--- src/rtl/edge_count_timer.sv ---
module edge_count_timer #(
  parameter int W = 16
) (
  input  logic         clk,
  input  logic         rst_n,
  input  logic [1:0]   tin,
  input  logic [1:0]   ch2_map,
  input  logic [3:0]   flt_sel,
  input  logic         edge_pol,
  input  logic [2:0]   mode_sel,
  input  logic [2:0]   trig_sel,
  input  logic         cen,
  input  logic         flag_clr,
  output logic [W-1:0] cnt,
  output logic         trig_flag,
  output logic         upd
);
  localparam logic [2:0] MODE_EXT  = 3'b111;
  localparam logic [2:0] TSEL_CH   = 3'b110;
  localparam logic [1:0] MAP_OWN   = 2'b01;
  localparam logic [1:0] MAP_CROSS = 2'b10;
  localparam int         RW        = 5;

  logic [1:0]    s0, s1;
  logic          src, flt, flt_d;
  logic [RW-1:0] run_len;
  logic [RW-1:0] need;
  logic          edge_raw, trig, inc;

  always_ff @(posedge clk) begin
    if (!rst_n) begin
      s0 <= '0;
      s1 <= '0;
    end else begin
      s0 <= tin;
      s1 <= s0;
    end
  end

  always_comb begin
    case (ch2_map)
      MAP_OWN:   src = s1[1];
      MAP_CROSS: src = s1[0];
      default:   src = 1'b0;
    endcase
  end

  assign need = {flt_sel, 1'b0};

  always_ff @(posedge clk) begin
    if (!rst_n) begin
      flt     <= 1'b0;
      flt_d   <= 1'b0;
      run_len <= '0;
    end else begin
      flt_d <= flt;
      if (flt_sel == 4'd0) begin
        flt     <= src;
        run_len <= '0;
      end else if (src == flt) begin
        run_len <= '0;
      end else if (run_len == need - RW'(1)) begin
        flt     <= src;
        run_len <= '0;
      end else begin
        run_len <= run_len + RW'(1);
      end
    end
  end

  assign edge_raw = edge_pol ? (flt_d & ~flt) : (flt & ~flt_d);
  assign trig     = edge_raw && (trig_sel == TSEL_CH);
  assign inc      = cen && ((mode_sel == MODE_EXT) ? trig : 1'b1);
  assign upd      = inc && (cnt == '1);

  always_ff @(posedge clk) begin
    if (!rst_n) begin
      cnt       <= '0;
      trig_flag <= 1'b0;
    end else begin
      if (inc) cnt <= cnt + W'(1);
      if (trig) trig_flag <= 1'b1;
      else if (flag_clr) trig_flag <= 1'b0;
    end
  end


  step_one_chk: assert property (@(posedge clk) disable iff (!rst_n)
    (cnt != $past(cnt)) |-> (W'(cnt - $past(cnt)) == W'(1)));


  hold_chk: assert property (@(posedge clk) disable iff (!rst_n)
    !cen |=> $stable(cnt));


  int_clk_chk: assert property (@(posedge clk) disable iff (!rst_n)
    (cen && mode_sel != MODE_EXT) |=> (W'(cnt - $past(cnt)) == W'(1)));


  flag_set_chk: assert property (@(posedge clk) disable iff (!rst_n)
    trig |=> trig_flag);


  flag_fall_chk: assert property (@(posedge clk) disable iff (!rst_n)
    $fell(trig_flag) |-> $past(flag_clr));


  wrap_chk: assert property (@(posedge clk) disable iff (!rst_n)
    upd |=> (cnt == '0));
endmodule

--- config.mk ---
export PLATFORM = sky130hd
export DESIGN_NAME = edge_count_timer
export DESIGN_NICKNAME = d
export VERILOG_FILES = /design/src/rtl/edge_count_timer.sv
export SDC_FILE = /design/constraint.sdc
export NUM_CORES = 1
export LEC_CHECK = 0
export CAP_MARGIN = 20
export CORE_MARGIN = 3
export CORE_UTILIZATION = 62
export CTS_CLUSTER_SIZE = 25
export DETAILED_ROUTE_END_ITERATION = 6
export DONT_BUFFER_PORTS = 1
export GPL_ROUTABILITY_DRIVEN = 1
export HOLD_SLACK_MARGIN = 0.1
export MAX_ROUTING_LAYER = met4
export PLACE_DENSITY_LB_ADDON = 0.05
export SLEW_MARGIN = 25
export SYNTH_ARGS = -nofsm -noshare
export SYNTH_HDL_FRONTEND = slang
export SYNTH_SLANG_ARGS = --single-unit
--- constraint.sdc ---
create_clock -name clk -period 1.73 [get_ports clk]
set_input_delay 0.173 -clock clk [delete_from_list [all_inputs] [get_ports clk]]
set_output_delay 0.173 -clock clk [all_outputs]
set_load 0.03 [all_outputs]
Word-level counts from Yosys, hierarchy flattened
Cells that the tools add are included.
Widths: inputs -> output; s select.
{ "word_totals": {"regBits": 28, "input_bits": 19, "out_inout_bits": 18, "word_cells": 39} }
{ "op_classes": {"add_sub_neg": 3, "eq_ne": 8, "muxes": 8, "bitwise_logic": 5, "n_reduce_logical": 8} }
{ "op_table": {"columns": ["operator", "n"], "rows": [
  ["$add 16x1->16 const B", 1],
  ["$eq 16x16->1 const B", 1],
  ["$mux 1", 7],
  ["$eq 3x3->1 const B", 2],
  ["$add 5x1->5 const B", 1],
  ["$eq 5x5->1", 1],
  ["$sub 5x1->5 const B", 1],
  ["$logic_not 4->1", 1],
  ["$reduce_bool 2->1", 2],
  ["$reduce_or 4->1", 1],
  ["$logic_and 1x1->1", 3],
  ["$not 1->1", 3],
  ["$and 1x1->1", 2],
  ["$eq 2x1->1 const B", 1],
  ["$eq 2x2->1 const B", 1],
  ["$ne 2x2->1 const B", 1],
  ["$pmux 1 s2", 1],
  ["$reduce_and 2->1", 1],
  ["$eq 1x1->1", 1]
]} }

Longest topological paths before layout
{ "logic_depth": {"word_depth": 7, "ltp_mapped": 6} }

Worst setup path after synthesis
Ideal clock, no wire load.
{ "synth_timing": {"kind": "reg2out", "start": "register cnt[3]", "end": "output upd", "arrival_ns": 1.545, "t_required_ns": 1.557, "path_slack_ns": 0.012, "path_stages_with_launch": 6, "path_cell_list": "dfxtp_1 and4_1 buf_6 inv_1 nor4_1 and2_1"} }
{ "synth_via": {"elab_chain_len": 2} }
{ "synth_lines": {"columns": ["element", "line_no", "rtl"], "rows": [
  ["from (decl)", "14", "output logic [W-1:0] cnt,"],
  ["from (signal assigned)", "81", "if (inc) cnt <= cnt + W'(1);"],
  ["$eq 16x16->1", "74", "assign upd = inc && (cnt == '1);"],
  ["$logic_and 1x1->1", "74", null],
  ["to (decl)", "16", "output logic upd"]
]} }
Every way passes these cells.

Worst setup path after layout
{ "layout_timing": {"start": "register cnt[6]", "end": "output upd"} }
Same word-level chain as after synthesis.

==> run summary <==
======================================================================================
Final hold slack                                                             0.2216 ns
Final critical delay including setup and external delays                      1.723 ns
Worst setup slack before clock tree synthesis                                0.1894 ns
Yosys warning count                                                                  0
Final setup fails                                                                    0
Routability-driven placement congestion ratio                                   0.8457
CTS Buffer Depth                                                                     2
Total clock sinks                                                                   28
Vias per cell                                                                    6.134
Antenna violations before repair                                                     0
Pin count of the biggest net entering global routing                                27
Overall via count from detail_route                                               1466
Inst Count DP                                                                      212
Die extent in y                                                               56.77 um
Max-cap violations                                                                   0
Flop and latch count out of synthesis                                               28
Power density normalized to cell area                                     595.5 nW/um2
Number of instances in the synthesized netlist                                     172
Clock Latency Late Sink                                                        0.35 ns
TritonCTS clock tree                                                               yes
H-Tree Level Count                                                                   1
Crit. End Element                                                           output pin
Yosys top cell by area                                                         dfxtp_1
CP startpoint kind                                                           flip-flop
Number of buffers added on ports                                                     0
Pre-Repair DR Iteration Count                                                        4
All-layer global routing usage                                                  27.06%
Unrepaired setup endpoints after global routing                                    yes
Global-route wire length before repair                                         6699 um
Worst hold path cell count                                                           2
Initial core utilization                                                        68.92%
Most frequently used flop master after synthesis                               dfxtp_1
Violation count after the first detailed-routing iteration                          58
Total Wirelength                                                               4388 um
Post-DP HPWL                                                                   2354 um
Worst slew pin tran                                                          0.9112 ns
Commonest cells in the synthesized netlist                                dfxtp_1 (28), nand2_1 (21), nand2b_1 (17)
Nets                                                                               236
Max FO, Critical Path                                                                2
Count of unique library cells instantiated by Yosys                                 39
Type of the worst setup path                                              flip-flop to output pin
Final worst-path setup slack                                               0.007027 ns
Clock buffers created by TritonCTS                                                   3
P_leak                                                                       0.8058 nW
N_diodes                                                                             0
Multi-input gate area                                                         1032 um2
Final cell area excluding filler cells                                        2091 um2
FF-to-FF path depth                                                                  6
Worst endpoint required time                                                   1.56 ns
Die Span X                                                                    56.77 um
Row count                                                                           17
Overall Power                                                               0.001245 W
IO Pins                                                                             37
Number of nets still failing antenna checks after routing                            0
Layout cells sized above 1                                                      27.49%
Worst IR Drop VDD                                                          0.0006729 V
Placeable Area                                                                2318 um2
Worst hold start                                                            flt_sel[3]
Biggest area contributors in the synthesized netlist                      dfxtp_1 (35%), mux2i_1 (9.4%), nand2b_1 (6.7%)
Crit path DAT                                                                  1.55 ns
Most numerous cell in the Yosys netlist                                        dfxtp_1
Fill count                                                                         102
Terminating pin of the worst hold path                                      run_len[0]
Outcome                                                                   finished clean
Worst max-slew margin expressed relative to the limit                           39.25%
Tcrit/Tclk final                                                                99.59%
Maximum clock skew at final layout                                          0.01020 ns
Reg2reg setup slack                                                            0.12 ns
Wire per inst                                                                 18.36 um
Async set or reset register ratio after synthesis                                   0%
Filler-free cell count of the finished design                                      239
Type of the tightest min-delay check                                      input pin to flip-flop
Syn nets                                                                           196
Capturing point of the worst reg2reg path                                      cnt[10]
Total DRC errors in the routed layout                                                0
Sequential standard cell area                                                569.3 um2
Slew Viols, Final                                                                    0
Origin of the worst setup path                                                  cnt[6]
Post-place instance area                                                      1752 um2
Via count of the first global-routing pass                                        1418
Final global-route overflow total                                                    0
Die footprint                                                                 3222 um2
FF-to-FF Start                                                                  cnt[1]
Area share of the leading cell type in the synthesized netlist                  35.08%
Max frequency                                                                580.4 MHz
Post-Synthesis Cell Area                                                      1598 um2
Post-synth EDFFs                                                                     0
CTS Root Cell                                                                 clkbuf_4
Final hold violations                                                                0
Average size of a mapped cell                                                9.289 um2
Proportion of synthesized chip area in sequential cells                         35.08%
Area growth from synthesis to layout                                            30.85%
Clock slew at the register clock pins of the worst setup and hold paths        0.15 ns
======================================================================================
cell usage in the layout, fill, tap and decap left out, drive strengths merged, types with 2 or more instances in the layout:
cell type | Yosys | final
mux2i | 15 | 15
clkbuf | 4 | 3
nand4 | 4 | 4
xor2 | 4 | 4
a21boi | 2 | 2
a2111oi | 6 | 6
and2 | 8 | 8
nor3 | 6 | 6
dfxtp | 28 | 28
nor3b | 3 | 3
inv | 7 | 7
nand3 | 9 | 9
and3 | 2 | 2
and3b | 2 | 2
buf | 3 | 24
nand2 | 22 | 22
xnor2 | 5 | 5
ha | 5 | 5
a21oi | 7 | 7
and4 | 2 | 2
nand2b | 17 | 17
dlygate4sd3 | 0 | 17
stage by stage:
stage	util, %	setup TNS (ns)
CTS	88.13	-0.04765
global route	90.18	-0.07279
detailed placement	75.55	0
finish	90.18	0
floorplan	-	0
global placement	75.55	0
worst max path at each step:
stage	cells after the start	endpoint	slack [ns]
4_1_cts	5	upd	-0.02
2_1_floorplan	5	upd	0.01
6_report	5	upd	0.007
3_5_place_dp	5	upd	0.19
5_1_grt	5	upd	-0.07
3_3_place_gp	5	upd	0.23
timing repair:
| item | CTS | global route |
|---|---|---|
| pin swaps | 4 | 2 |
| setup buffers | 5 | 0 |
| setup endpoints to repair | 1 | 12 |
| resized for setup | 9 | 11 |
| hold buffers | 17 | 1 |
| gates cloned | 0 | 0 |
| hold endpoints to repair | 27 | 1 |
flip-flops by register name (all words and copies together) (netlist names):
register   cells
cnt           16
run_len        5
s0             2
s1             2
flt            1
flt_d          1
trig_flag      1
metal layers:
metal  vias up  GRT usage, %  wire, um
li1        684             -         -
met1       688         32.72      1725
met2        73         47.19      2190
met3        21         4.828       356
met4         0         5.298       115
met5         -             -         0
layout make-up:
class	instances	area share, %
well taps	28	1.676
multi-input cells	130	49.37
flip-flops and latches	28	27.23
clock buffers	3	1.077
inverters	7	1.257
clock inverters	1	1.436
repair buffers	42	17.95
logic make-up after synthesis:
kind of cell	Yosys count	synth area share (%)
compound gates	23	13.86
xor+xnor	9	4.933
fa+ha+maj	5	3.915
buf+inv	14	3.915
flops	28	35.08
mux	16	10.10
simple gates	77	28.19
report_power, final:
part	internal (W)	leakage (nW)	total, W	switching (W)
Combinational	0.0000657	0.548	0.000136	0.0000707
Sequential	0.000656	0.230	0.000663	0.00000741
Clock	0.000235	0.0279	0.000446	0.000211
Total	0.000956	0.806	0.00125	0.000289
critical path, stage by stage (launching register included):
cell	delay (ns)
dfxtp_2	0.36
and4_4	0.23
inv_2	0.06
nor4_4	0.26
and2_4	0.19
buf_12	0.11
Note: power is estimated with default switching activity, not from simulation.
